File: src/rtl/hc_pkg.sv
package hc_pkg;
    typedef enum logic [1:0] {
        ST_UNSET      = 2'd0,
        ST_CLIMB_UP   = 2'd1,
        ST_CLIMB_DOWN = 2'd2
    } hc_state_e;

    typedef enum logic [1:0] {
        DEC_RAISE  = 2'd0,
        DEC_FOLLOW = 2'd1,
        DEC_LOWER  = 2'd2
    } hc_dec_e;

    localparam int EV_MIG = 0;
    localparam int EV_RD  = 1;
    localparam int EV_WR  = 2;
    localparam int EV_NUM = 3;
endpackage

File: src/rtl/hc_event_counter.sv
module hc_event_counter #(
    parameter int CNT_W = 16
) (
    input  logic             clk,
    input  logic             rst_n,
    input  logic             ev,
    input  logic             clr,
    output logic [CNT_W-1:0] cnt
);
    localparam logic [CNT_W-1:0] CNT_MAX = {CNT_W{1'b1}};

    always_ff @(posedge clk) begin
        if (!rst_n) begin
            cnt <= '0;
        end else if (clr) begin
            cnt <= {{(CNT_W-1){1'b0}}, ev};
        end else if (ev && cnt != CNT_MAX) begin
            cnt <= cnt + {{(CNT_W-1){1'b0}}, 1'b1};
        end
    end

    // strobe reloads the count with the strobe-cycle pulse
    assert_reload_R2: assert property (@(posedge clk) disable iff (!rst_n)
        clr |=> cnt == {{(CNT_W-1){1'b0}}, $past(ev)});
    // a full counter stays full until cleared
    assert_saturate_R2: assert property (@(posedge clk) disable iff (!rst_n)
        (cnt == CNT_MAX && !clr) |=> cnt == CNT_MAX);
endmodule

File: src/rtl/hc_net_calc.sv
module hc_net_calc #(
    parameter int CNT_W = 16,
    parameter int LAT_W = 10,
    localparam int PROD_W = CNT_W + LAT_W,
    localparam int NET_W  = PROD_W + 2
) (
    input  logic                    clk,
    input  logic                    rst_n,
    input  logic [CNT_W-1:0]        n_mig,
    input  logic [CNT_W-1:0]        n_rd,
    input  logic [CNT_W-1:0]        n_wr,
    input  logic [LAT_W-1:0]        lat_mig,
    input  logic [LAT_W-1:0]        lat_rd_slow,
    input  logic [LAT_W-1:0]        lat_rd_fast,
    input  logic [LAT_W-1:0]        lat_wr_slow,
    input  logic [LAT_W-1:0]        lat_wr_fast,
    output logic signed [NET_W-1:0] net
);
    logic [LAT_W-1:0]  gain_rd, gain_wr;
    logic [PROD_W-1:0] cost, ben_rd, ben_wr;
    logic [PROD_W:0]   benefit;

    // Negative latency gaps count as no saving
    always_comb begin
        gain_rd = (lat_rd_slow > lat_rd_fast) ? lat_rd_slow - lat_rd_fast : '0;
        gain_wr = (lat_wr_slow > lat_wr_fast) ? lat_wr_slow - lat_wr_fast : '0;
    end

    always_comb begin
        cost    = PROD_W'(n_mig) * PROD_W'(lat_mig);
        ben_rd  = PROD_W'(n_rd)  * PROD_W'(gain_rd);
        ben_wr  = PROD_W'(n_wr)  * PROD_W'(gain_wr);
        benefit = {1'b0, ben_rd} + {1'b0, ben_wr};
        net     = $signed({1'b0, benefit}) - $signed({2'b00, cost});
    end

    // a loss can only come from migrations
    assert_neg_needs_mig_R3: assert property (@(posedge clk) disable iff (!rst_n)
        (net < 0) |-> (n_mig != '0 && lat_mig != '0));
endmodule

File: src/rtl/hc_step_ctrl.sv
module hc_step_ctrl
    import hc_pkg::*;
#(
    parameter int NET_W  = 28,
    parameter int A_W    = 4,
    parameter int A_MAX  = 15,
    parameter int A_INIT = 4
) (
    input  logic                    clk,
    input  logic                    rst_n,
    input  logic                    q_end,
    input  logic signed [NET_W-1:0] net,
    output logic [A_W-1:0]          thr_a,
    output logic                    thr_valid
);
    localparam logic [A_W-1:0] A_TOP = A_W'(A_MAX);
    localparam logic [A_W-1:0] A_BOT = A_W'(1);
    localparam logic [A_W-1:0] A_RST = A_W'(A_INIT);

    hc_state_e               state, state_nx;
    hc_dec_e                 dec;
    logic                    go_up;
    logic [A_W-1:0]          a_nx;
    logic signed [NET_W-1:0] prev_net;

    // Decision from this quantum versus the last one
    always_comb begin
        if (net < 0)                dec = DEC_RAISE;
        else if (net > prev_net)    dec = DEC_FOLLOW;
        else                        dec = DEC_LOWER;
        go_up = (dec == DEC_RAISE) ||
                (dec == DEC_FOLLOW && state != ST_CLIMB_DOWN);
    end

    // Next direction state
    always_comb begin
        state_nx = state;
        unique case (state)
            ST_UNSET:      if (q_end) state_nx = go_up ? ST_CLIMB_UP : ST_CLIMB_DOWN;
            ST_CLIMB_UP:   if (q_end) state_nx = go_up ? ST_CLIMB_UP : ST_CLIMB_DOWN;
            ST_CLIMB_DOWN: if (q_end) state_nx = go_up ? ST_CLIMB_UP : ST_CLIMB_DOWN;
            default:       state_nx = ST_UNSET;
        endcase
    end

    // Clamped one-step move
    always_comb begin
        a_nx = thr_a;
        if (q_end) begin
            if (go_up) a_nx = (thr_a >= A_TOP) ? A_TOP : thr_a + A_W'(1);
            else       a_nx = (thr_a <= A_BOT) ? A_BOT : thr_a - A_W'(1);
        end
    end

    // State register
    always_ff @(posedge clk) begin
        if (!rst_n) begin
            state    <= ST_UNSET;
            thr_a    <= A_RST;
            prev_net <= '0;
        end else begin
            state <= state_nx;
            thr_a <= a_nx;
            if (q_end) prev_net <= net;
        end
    end

    // Outputs
    always_comb begin
        thr_valid = (state != ST_UNSET);
    end

    assert_a_range_R8: assert property (@(posedge clk) disable iff (!rst_n)
        thr_a >= A_BOT && thr_a <= A_TOP);
    assert_hold_R8: assert property (@(posedge clk) disable iff (!rst_n)
        !q_end |=> $stable(thr_a));
    assert_raise_R4: assert property (@(posedge clk) disable iff (!rst_n)
        (q_end && net < 0 && thr_a != A_TOP) |=> thr_a == A_W'($past(thr_a) + A_W'(1)));
    assert_lower_R6: assert property (@(posedge clk) disable iff (!rst_n)
        (q_end && net >= 0 && net <= prev_net && thr_a != A_BOT)
        |=> thr_a == A_W'($past(thr_a) - A_W'(1)));
    assert_valid_rise_R9: assert property (@(posedge clk) disable iff (!rst_n)
        $rose(thr_valid) |-> $past(q_end));
    assert_valid_sticky_R9: assert property (@(posedge clk) disable iff (!rst_n)
        thr_valid |=> thr_valid);
endmodule

File: src/rtl/hc_threshold_tuner.sv
module hc_threshold_tuner
    import hc_pkg::*;
#(
    parameter int CNT_W   = 16,
    parameter int LAT_W   = 10,
    parameter int A_W     = 4,
    parameter int A_MAX   = 15,
    parameter int A_INIT  = 4,
    parameter int M_FIXED = 2
) (
    input  logic             clk,
    input  logic             rst_n,
    input  logic             ev_mig,
    input  logic             ev_rd,
    input  logic             ev_wr,
    input  logic             q_end,
    input  logic [LAT_W-1:0] lat_mig,
    input  logic [LAT_W-1:0] lat_rd_slow,
    input  logic [LAT_W-1:0] lat_rd_fast,
    input  logic [LAT_W-1:0] lat_wr_slow,
    input  logic [LAT_W-1:0] lat_wr_fast,
    output logic [A_W-1:0]   thr_a,
    output logic [A_W-1:0]   thr_m,
    output logic             thr_valid
);
    localparam int NET_W = CNT_W + LAT_W + 2;

    logic [EV_NUM-1:0] ev_vec;
    logic [CNT_W-1:0]  cnt [EV_NUM];
    logic signed [NET_W-1:0] net;

    assign ev_vec = {ev_wr, ev_rd, ev_mig};
    assign thr_m  = A_W'(M_FIXED);

    for (genvar g = 0; g < EV_NUM; g++) begin : g_cnt
        hc_event_counter #(.CNT_W(CNT_W)) u_cnt (
            .clk (clk),
            .rst_n (rst_n),
            .ev  (ev_vec[g]),
            .clr (q_end),
            .cnt (cnt[g])
        );
    end

    hc_net_calc #(.CNT_W(CNT_W), .LAT_W(LAT_W)) u_net (
        .clk         (clk),
        .rst_n       (rst_n),
        .n_mig       (cnt[EV_MIG]),
        .n_rd        (cnt[EV_RD]),
        .n_wr        (cnt[EV_WR]),
        .lat_mig     (lat_mig),
        .lat_rd_slow (lat_rd_slow),
        .lat_rd_fast (lat_rd_fast),
        .lat_wr_slow (lat_wr_slow),
        .lat_wr_fast (lat_wr_fast),
        .net         (net)
    );

    hc_step_ctrl #(.NET_W(NET_W), .A_W(A_W), .A_MAX(A_MAX), .A_INIT(A_INIT)) u_step (
        .clk       (clk),
        .rst_n     (rst_n),
        .q_end     (q_end),
        .net       (net),
        .thr_a     (thr_a),
        .thr_valid (thr_valid)
    );
endmodule

File: config.mk
export PLATFORM = sky130hd
export DESIGN_NAME = hc_threshold_tuner
export DESIGN_NICKNAME = d
export VERILOG_FILES = /design/src/rtl/hc_pkg.sv /design/src/rtl/hc_event_counter.sv /design/src/rtl/hc_net_calc.sv /design/src/rtl/hc_step_ctrl.sv /design/src/rtl/hc_threshold_tuner.sv
export SDC_FILE = /design/constraint.sdc
export NUM_CORES = 1
export LEC_CHECK = 0
export ABC_AREA = 1
export ABC_CLOCK_PERIOD_IN_PS = 13200
export BUFFER_PORTS_ARGS = -buffer_cell sky130_fd_sc_hd__buf_4
export CAP_MARGIN = 10
export CORE_MARGIN = 4
export CORE_UTILIZATION = 25
export CTS_BUF_LIST = sky130_fd_sc_hd__clkbuf_4
export DETAILED_ROUTE_END_ITERATION = 12
export GPL_TIMING_DRIVEN = 0
export SYNTH_ARGS = -nofsm -noshare
export SYNTH_HDL_FRONTEND = slang
export SYNTH_SLANG_ARGS = --single-unit
File: constraint.sdc
create_clock -name clk -period 13.2 [get_ports clk]
set_input_delay 1.32 -clock clk [delete_from_list [all_inputs] [get_ports clk]]
set_output_delay 1.32 -clock clk [all_outputs]
set_load 0.01 [all_outputs]
Word-level counts from Yosys, hierarchy flattened:

Index checks and enable logic that the tools add are counted.

* register bits: 82
* bits of input ports: 56
* output and inout bits: 9
* logic and storage cells: 63

* $add $sub $neg: 9
* multipliers: 3
* $lt $le $gt $ge: 6
* equal/unequal tests: 7
* muxes and demuxes: 14
* bitwise gates (word level): 1
* reductions and logical operators: 14

Operators by type and width (number)
* $mul 16x10->26: 3
* $add 16x1->16 const B: 3
* $ne 16x16->1 const B: 3
* $gt 28x28->1: 1
* $lt 28x1->1 const B: 1
* $sub 27x26->28: 1
* $add 26x26->27: 1
* $gt 10x10->1: 2
* $mux 10: 2
* $sub 10x10->10: 2
* $mux 4: 3
* $reduce_bool 2->1: 4
* $mux 1: 6
* $mux 2: 3
* $add 4x1->4 const B: 1
* $eq 2x1->1 const B: 2
* $ge 4x4->1 const B: 1
* $le 4x1->1 const B: 1
* $logic_and 1x1->1: 4
* $logic_not 2->1: 2
* $sub 4x1->4 const B: 1
* $reduce_or 3->1: 1
* $eq 2x2->1 const B: 1
* $ne 2x2->1 const B: 1
* other kinds (4): 4

Depth between registers and ports, before layout:

Gate-level depths: netlist of run 1.

* depth in word-level cells: 12
* mapped depth: 57
* mapped depth without buffers: 57

Cells and area by module:

A second synthesis of run 1 with hierarchy kept.

* cell total of the unflattened synthesis: 3066
* area total of the unflattened synthesis: 22743.1 um2

Modules (own cells, without submodules)
* hc_net_calc: times used 1, cells each 2336, area an instance 17813.3 um2, seq. area each 0.0 um2
* hc_event_counter: times used 3, cells each 143, area an instance 923.4 um2, seq. area each 320.3 um2
* hc_step_ctrl: times used 1, cells each 295, area an instance 2122.0 um2, seq. area each 680.7 um2
* hc_threshold_tuner: times used 1, cells each 6, area an instance 37.5 um2, seq. area each 0.0 um2

Worst setup path before layout of run 1:

No wires, ideal clock.

* path kind: input -> register
* start: input lat_rd_slow[0]
* end: register u_step.state[0]
* library setup time: 0.056 ns
* arrival: 10.100 ns
* data required time: 13.144 ns
* path slack: 3.044 ns
* cell stages on the path: 53
* path buffers: 0
* cells stage by stage: inv_1 > ha_1 > inv_1 > fa_1 > nand2_2 > nand2_1 > a21oi_2 > nor2_1 > nor3b_2 > nor2_2 > o21ai_2 > nand2_2 > nand2_8 > nor2_4 > inv_2 > nor2_1 > fa_1 > inv_1 > (+17 left out) > a21oi_1 > o21bai_1 > xor2_1 > inv_1 > ha_1 > nand2_1 > inv_1 > nand3_1 > nor2_1 > nand2_1 > nor2_1 > nand2_1 > nand3_1 > nand3_1 > nand2_1 > nor2_1 > or2_2 > inv_1

* longest elaborated chain between the ends: 12
* elaborated cells on any way between the ends: 15
* those cells by class: add/sub: 3; mul: 1; order compare: 3; eq/ne: 1; mux: 4; reduce/logical: 3

Ends and longest elaborated chain
* from (decl): line hc_threshold_tuner.sv:18 `input logic [LAT_W-1:0] lat_rd_slow,`
* $sub 10x10->10 or $gt 10x10->1 (tied branches): line hc_net_calc.sv:25 `gain_rd = (lat_rd_slow > lat_rd_fast) ? lat_rd_slow - lat_rd_fast : '0;`
* $mux 10 (*): line hc_net_calc.sv:25
* $mul 16x10->26 (*): line hc_net_calc.sv:31 `ben_rd = PROD_W'(n_rd) * PROD_W'(gain_rd);`
* $add 26x26->27 (*): line hc_net_calc.sv:33 `benefit = {1'b0, ben_rd} + {1'b0, ben_wr};`
* $sub 27x26->28 (*): line hc_net_calc.sv:34 `net = $signed({1'b0, benefit}) - $signed({2'b00, cost});`
* via net[23]: line hc_threshold_tuner.sv:30 `logic signed [NET_W-1:0] net;`
* $gt 28x28->1: line hc_step_ctrl.sv:29 `else if (net > prev_net) dec = DEC_FOLLOW;`
* $mux 2: line hc_step_ctrl.sv:29
* $mux 2 (*): line hc_step_ctrl.sv:28 `if (net < 0) dec = DEC_RAISE;`
* $eq 2x1->1: line hc_step_ctrl.sv:32 `(dec == DEC_FOLLOW && state != ST_CLIMB_DOWN);`
* $logic_and 1x1->1: line hc_step_ctrl.sv:32
* $logic_or 1x1->1 (*): line hc_step_ctrl.sv:31 `go_up = (dec == DEC_RAISE) ||`
* $mux 2 (*): line hc_step_ctrl.sv:39, hc_step_ctrl.sv:40, hc_step_ctrl.sv:41
* to (signal assigned): line hc_step_ctrl.sv:62 `state <= state_nx;`
* to (decl): line hc_step_ctrl.sv:20 `hc_state_e state, state_nx;`

The timed path passes the listed nets; every way through them passes the cells marked *.
A chain may end at the register's enable or synchronous reset.

Worst setup path after layout of run 1:

Same ends and word-level chain as after synthesis.

==> impl_metrics.toml, run 1 <==
[logic_synthesis]
synth_top_area_share_pct = 40.4
syn_inst = 2768
synth_top_area_cell = "fa_1"
synth_common_cells = "756 x inv_1, 537 x nand2_1, 436 x fa_1"
yosysMostFrequentCell = "inv_1"
synth_area_leaders = "fa_1 40%, inv_1 13%, ha_1 12%"
synth_cell_type_count = 50
yosysSeqAreaShare_pct = 7.60
synth_area_um2 = 21600
yosys_warnings = 0
synth_seq_cells = 82
async_flop_share_pct = 0
ys.flop_type = "dfxtp_1"
synth_edf_count = 0
avgSynthCellArea_um2 = 7.81

[power_and_ir_drop]
seqPwrFrac_pct = 12.9
clkPwrFrac_pct = 6.5
p_per_area_nw_per_um2 = 102
swShare_pct = 56.4
leakage_nw = 11.5
p_comb_share_pct = 80.6
peakVddDrop_mv = 0.107
finalPower_mw = 2.41
p_int_mw = 1.05
switchingPower_mw = 1.36

[placed_design]
dp_slack_ps = 1580
gp_congestion = 0.870
port_buffers = 49
dp_hpwl_mm = 51.8
dp.cells = 3963

[clock_network]
h-tree-depth = 3
clk_pin_slew_worst_paths_ps = 160
postCtsHoldBufs = 0
clkLatencyLatePin_ps = 580
clock_path_buffers = 2
cts_resized = 0
numCtsBuffers = 9
cts_setup_buffers = 0
cts_sinks = 82
cts_tree = "yes"
cts-root-buf = "clkbuf_4"

[global_route]
grt_util_all_layers_pct = 13.4
grt_util_met3_pct = 2.15
grt_most_used_layer = "met2"
overflow = 0
grt_max_degree = 16
met1_usage_pct = 18.7
grt_pass1_vias = 17500
met2_usage_pct = 21.7
grt_first_pass_wirelength_mm = 96.4
antenna_found_initial = 4

[hold_path]
min_path_type = "reg -> reg"

[critical_path]
worst-endpoint-required_ps = 13750
crit_top_cell = "inv_1"
crit_path_start_kind = "input pin"
endpoint_kind = "register"
crit_fanout = 9
cp_data_arrival_time_ps = 11660
cpMaxStageDelayCell = "fa_1"
slowest_delay_ps = 610
crit_type = "in -> reg"

[cells_and_area]
final_cells = 3983
nNetsFinal = 3530
final_util_pct = 27.6
syn_to_final_growth_pct = 8.96
layout-drive-gt1-share_pct = 4.62
fill_cells = 9376

[drt]
wirelength_mm = 59.0
routedWlPerCell_um = 14.8
drc = 0
dr.pass1.iters = 5
viasPerCell = 4.27
vias = 17000
postRouteAntennaNets = 0
drtIter0Drc = 1088

[floorplan]
rows = 107
die_h_um = 302
floorplan.initialDensity_pct = 25.3
dieArea_um2 = 91200
io_pins = 65
die_x_um = 302
core_um2 = 85400

[flow_run]
drv_cap = 0

[timing]
fin_worst_skew_ps = 26.3
hold_violations = 0
maxSlewViolCount = 0
fmax_mhz = 90.0
setup_viol = 0
relSlewSlack_pct = 24.8
period_share_pct = 84.2
worstMarginPinSlew_ps = 1130
min_period_ps = 11120
rsz0062_at_grt = "no"
tns_ps = 0
layout_setup_ws_ps = 2080

[outcome]
outcome = "complete, no violations"
-- power by group through the flow --
stage / clock, mW / sequential [mW] / combinational [mW]
floorplan: 0 / 0.313 / 1.40
global placement: 0 / 0.315 / 1.91
detailed placement: 0 / 0.317 / 1.92
CTS: 0.163 / 0.311 / 1.95
global route: 0.170 / 0.316 / 2.24
finish: 0.157 / 0.311 / 1.94
-- worst max-delay path, delay by kind of cell --
| kind | cells | cell delay, ps |
|---|---|---|
| AOI/OAI and AO/OA | 5 | 950 |
| adders and majority gates | 12 | 5300 |
| and+or+nand+nor | 22 | 2690 |
| buffers and inverters | 14 | 1170 |
| xor gates and xnor gates | 1 | 220 |
-- routing by layer --
| layer | part of all wire, % | wire length (um) | up-vias |
|---|---|---|---|
| met3 | 5.7 | 3350 | 72 |
| met4 | 2.5 | 1480 | 2 |
| li1 | - | - | 8193 |
| met1 | 46 | 27400 | 8342 |
| met2 | 45 | 26700 | 388 |
| met5 | 0.015 | 9 | - |
-- state kept, by name, indices dropped and copies added (netlist names) --
name / flops
g_cnt.u_cnt.cnt: 48
u_step.prev_net: 28
u_step.state: 2
u_step.thr_a: 4
-- cell usage in the layout (no fill, tap or decap), drive strengths merged, types with 69 or more instances in the layout --
master	n
inv	763
nand2	542
fa	436
nor2	261
ha	208
a21oi	84
dfxtp	82
nand3	82
buf	72
o21ai	69
clkbuf	69
-- logic make-up after synthesis --
logic type / share of synthesized area [%]
AO/OA/AOI/OAI: 4.72
XOR/XNOR: 1.46
adder cells (fa/ha/maj): 52.4
buffers and inverters: 15.1
flip-flops: 7.60
other: 0.0348
AND/OR/NAND/NOR: 18.7
-- path summary, 6_finish.rpt --
check	start	end	slack, ps	depth (start not counted)
worst min-delay path	u_step.prev_net[20]$_SDFFE_PN0P_	u_step.prev_net[20]$_SDFFE_PN0P_	470	2
worst max register to register	g_cnt[1].u_cnt.cnt[4]$_SDFFE_PP0P_	u_step.state[0]$_SDFFE_PN0P_	4180	40
worst max-delay path	lat_rd_slow[0]	u_step.state[0]$_SDFFE_PN0P_	2080	54
worst min register to register	u_step.prev_net[20]$_SDFFE_PN0P_	u_step.prev_net[20]$_SDFFE_PN0P_	470	2
-- cell type report --
type	count	area (um2)	area share [%]
Timing Repair Buffer	49	368	1.56
Sequential cell	82	1640	6.97
Inverter	770	2890	12.3
Clock inverter	7	51.3	0.218
Clock buffer	9	67.6	0.287
Antenna cell	4	10.0	0.0425
Tap cell	1144	1430	6.08
Buffer	83	370	1.57
Multi-Input combinational cell	1835	16700	71.0
-- through the flow --
stage	hold WS [ps]	cell area, um2
global placement	440	23400
global route	512	23500
detailed placement	443	23400
floorplan	426	21600
CTS	467	23500
finish	467	23500
Note: power is estimated with default switching activity, not from simulation.
==> inputs of run 2 (changes only) <==
Settings changed: ABC_CLOCK_PERIOD_IN_PS 13200 to 9350.
Clock period 13.2 ns to 9.35 ns, I/O delays scaled along.
==> run 2 against run 1 <==
  * The flow now finishes with violations (setup timing)
  * Final cell count grew 1.9%
  * Register-to-register slack lost 3300 ps
  * Design area grew 6.9%
  * Setup slack lost 2300 ps
  * Via count grew 2.7%
  * Die area is the same
  * Non-clock buffer count grew 76
  * Hold slack gained 2.0 ps
  * Sequential share of layout area shrank 0.45 points
  * Critical path depth shrank 1
  * First-iteration DRC count shrank 10%
  * Critical endpoint unchanged
  * Largest cell class unchanged
  * Highest routed layer is now met4
==> impl_metrics.toml, run 2 (synthesis results as in run 1) <==
[floorplan]
io_pins = 65
core_um2 = 85400
die_h_um = 302
floorplan.initialDensity_pct = 25.3
rows = 107
dieArea_um2 = 91200
die_x_um = 302

[drt]
viasPerCell = 4.30
drtIter0Drc = 974
wirelength_mm = 60.5
routedWlPerCell_um = 14.9
dr.pass1.iters = 7
drc = 0
vias = 17500
postRouteAntennaNets = 0

[critical_path]
reg2reg_setup_slack_ps = 910
cpMaxStageDelayCell = "fa_1"
crit_type = "in -> reg"
crit_end = "u_step.state[0]$_SDFFE_PN0P_"
crit_fanout = 8
crit_path_start_kind = "input pin"
r2r_end = "u_step.state[0]$_SDFFE_PN0P_"
slowest_delay_ps = 570
regToRegStartpoint = "g_cnt[0].u_cnt.cnt[11]$_SDFFE_PP0P_"
crit_top_cell = "fa_1"
endpoint_kind = "register"
worst-endpoint-required_ps = 9880
cp_data_arrival_time_ps = 10100
startpoint = "lat_rd_slow[0]"
rr_worst_depth = 38

[cells_and_area]
layout_commonest_cell = "inv_1"
largest_reg_flops = 48
syn_to_final_growth_pct = 16.5
layout-drive-gt1-share_pct = 13.3
fin_area_um2 = 25200
mostFrequentLayoutCells = "716 x inv_1, 501 x nand2_1, 419 x fa_1"
reg.largest.list = "g_cnt.u_cnt.cnt (48), u_step.prev_net (28), u_step.thr_a (4)"
largest-register = "g_cnt.u_cnt.cnt"
final_util_pct = 29.5
nNetsFinal = 3606

[power_and_ir_drop]
p_per_area_nw_per_um2 = 168
peakVddDrop_mv = 0.233
leakage_nw = 12.0

[clock_network]
cts_tree = "yes"
clock_path_buffers = 2
cts-root-buf = "clkbuf_4"
h-tree-depth = 3
clkLatencyLatePin_ps = 560
cts_sinks = 82
postCtsHoldBufs = 0
clk_pin_slew_worst_paths_ps = 180
numCtsBuffers = 9

[timing]
min_period_ps = 9570
layout_setup_ws_ps = -220
worstMarginPinSlew_ps = 1090
relSlewSlack_pct = 27.5
hold_violations = 0
tns_ps = -943
fmax_mhz = 104
fin_worst_skew_ps = 29.9
period_share_pct = 102
rsz0062_at_grt = "yes"
setup_viol = 6
maxSlewViolCount = 0

[global_route]
grt_pass1_vias = 18500
grt_util_all_layers_pct = 13.7
antenna_found_initial = 4
grt_first_pass_wirelength_mm = 98.6
overflow = 0
grt_max_degree = 17

[outcome]
outcome = "complete, but fails checks"
failed_checks = "setup timing"

[placed_design]
dp_hpwl_mm = 52.0
place_area_um2 = 23600
port_buffers = 49
gp_congestion = 0.907

[flow_run]
drv_cap = 0

[hold_path]
min_path_type = "reg -> reg"
[run 2: area by class of cell]
class                           count  area, um2
Fill cell                        9193      60200
Multi-Input combinational cell   1835      17600
Inverter                          770       2950
Sequential cell                    82       1640
Tap cell                         1144       1430
Timing Repair Buffer              125       1010
Buffer                             83        395
Clock buffer                        9       67.6
Clock inverter                      7       58.8
Antenna cell                        4       10.0
[run 2: metal layers]
layer | vias up | global-route usage (%) | share of wire [%]
met5 | - | 0 | 0
met4 | 0 | 4.01 | 3.1
met3 | 103 | 2.42 | 5.9
met2 | 475 | 22.8 | 46
met1 | 8524 | 18.3 | 45
li1 | 8356 | - | -
[run 2: power breakdown]
group / internal, mW / switching [mW]
Clock: 0.0591 / 0.166
Combinational: 1.48 / 2.10
Sequential: 0.410 / 0.0298
[run 2: worst min-delay path by stage]
stage                     cells after the start                               end                        startpoint
after global routing                          2  u_step.prev_net[20]$_SDFFE_PN0P_  u_step.prev_net[20]$_SDFFE_PN0P_
after global placement                        2  u_step.prev_net[20]$_SDFFE_PN0P_  u_step.prev_net[20]$_SDFFE_PN0P_
final                                         2  u_step.prev_net[20]$_SDFFE_PN0P_  u_step.prev_net[20]$_SDFFE_PN0P_
after floorplan                               2  u_step.prev_net[20]$_SDFFE_PN0P_  u_step.prev_net[20]$_SDFFE_PN0P_
after CTS                                     2  u_step.prev_net[20]$_SDFFE_PN0P_  u_step.prev_net[20]$_SDFFE_PN0P_
after detailed placement                      2  u_step.prev_net[20]$_SDFFE_PN0P_  u_step.prev_net[20]$_SDFFE_PN0P_
[run 2: metrics by stage]
step           std cells  hold slack, ps  power (mW)  worst slack (ps)
6_report            4059             469        4.24              -220
2_1_floorplan       2770             426        2.59              -183
4_1_cts             4037             468        4.13              -149
5_1_grt             4058             502        4.71              -625
3_5_place_dp        3963             440        3.38             -1330
3_3_place_gp        3963             440        3.33             -1330
[run 2: what timing repair did]
| item | CTS | global route |
|---|---|---|
| setup endpoints to repair | 6 | 6 |
| pin swaps | 79 | 59 |
| gates cloned | 2 | 0 |
| resized for setup | 159 | 63 |
| endpoints found under the hold margin | 0 | 0 |
| buffers inserted | 56 | 18 |
[run 2: critical path, delay by kind of cell]
family | cells | cell delay [ps]
AOI/OAI and AO/OA | 4 | 560
adders and majority gates | 12 | 5230
and+or+nand+nor | 23 | 2410
buffers and inverters | 13 | 760
xor gates and xnor gates | 1 | 200
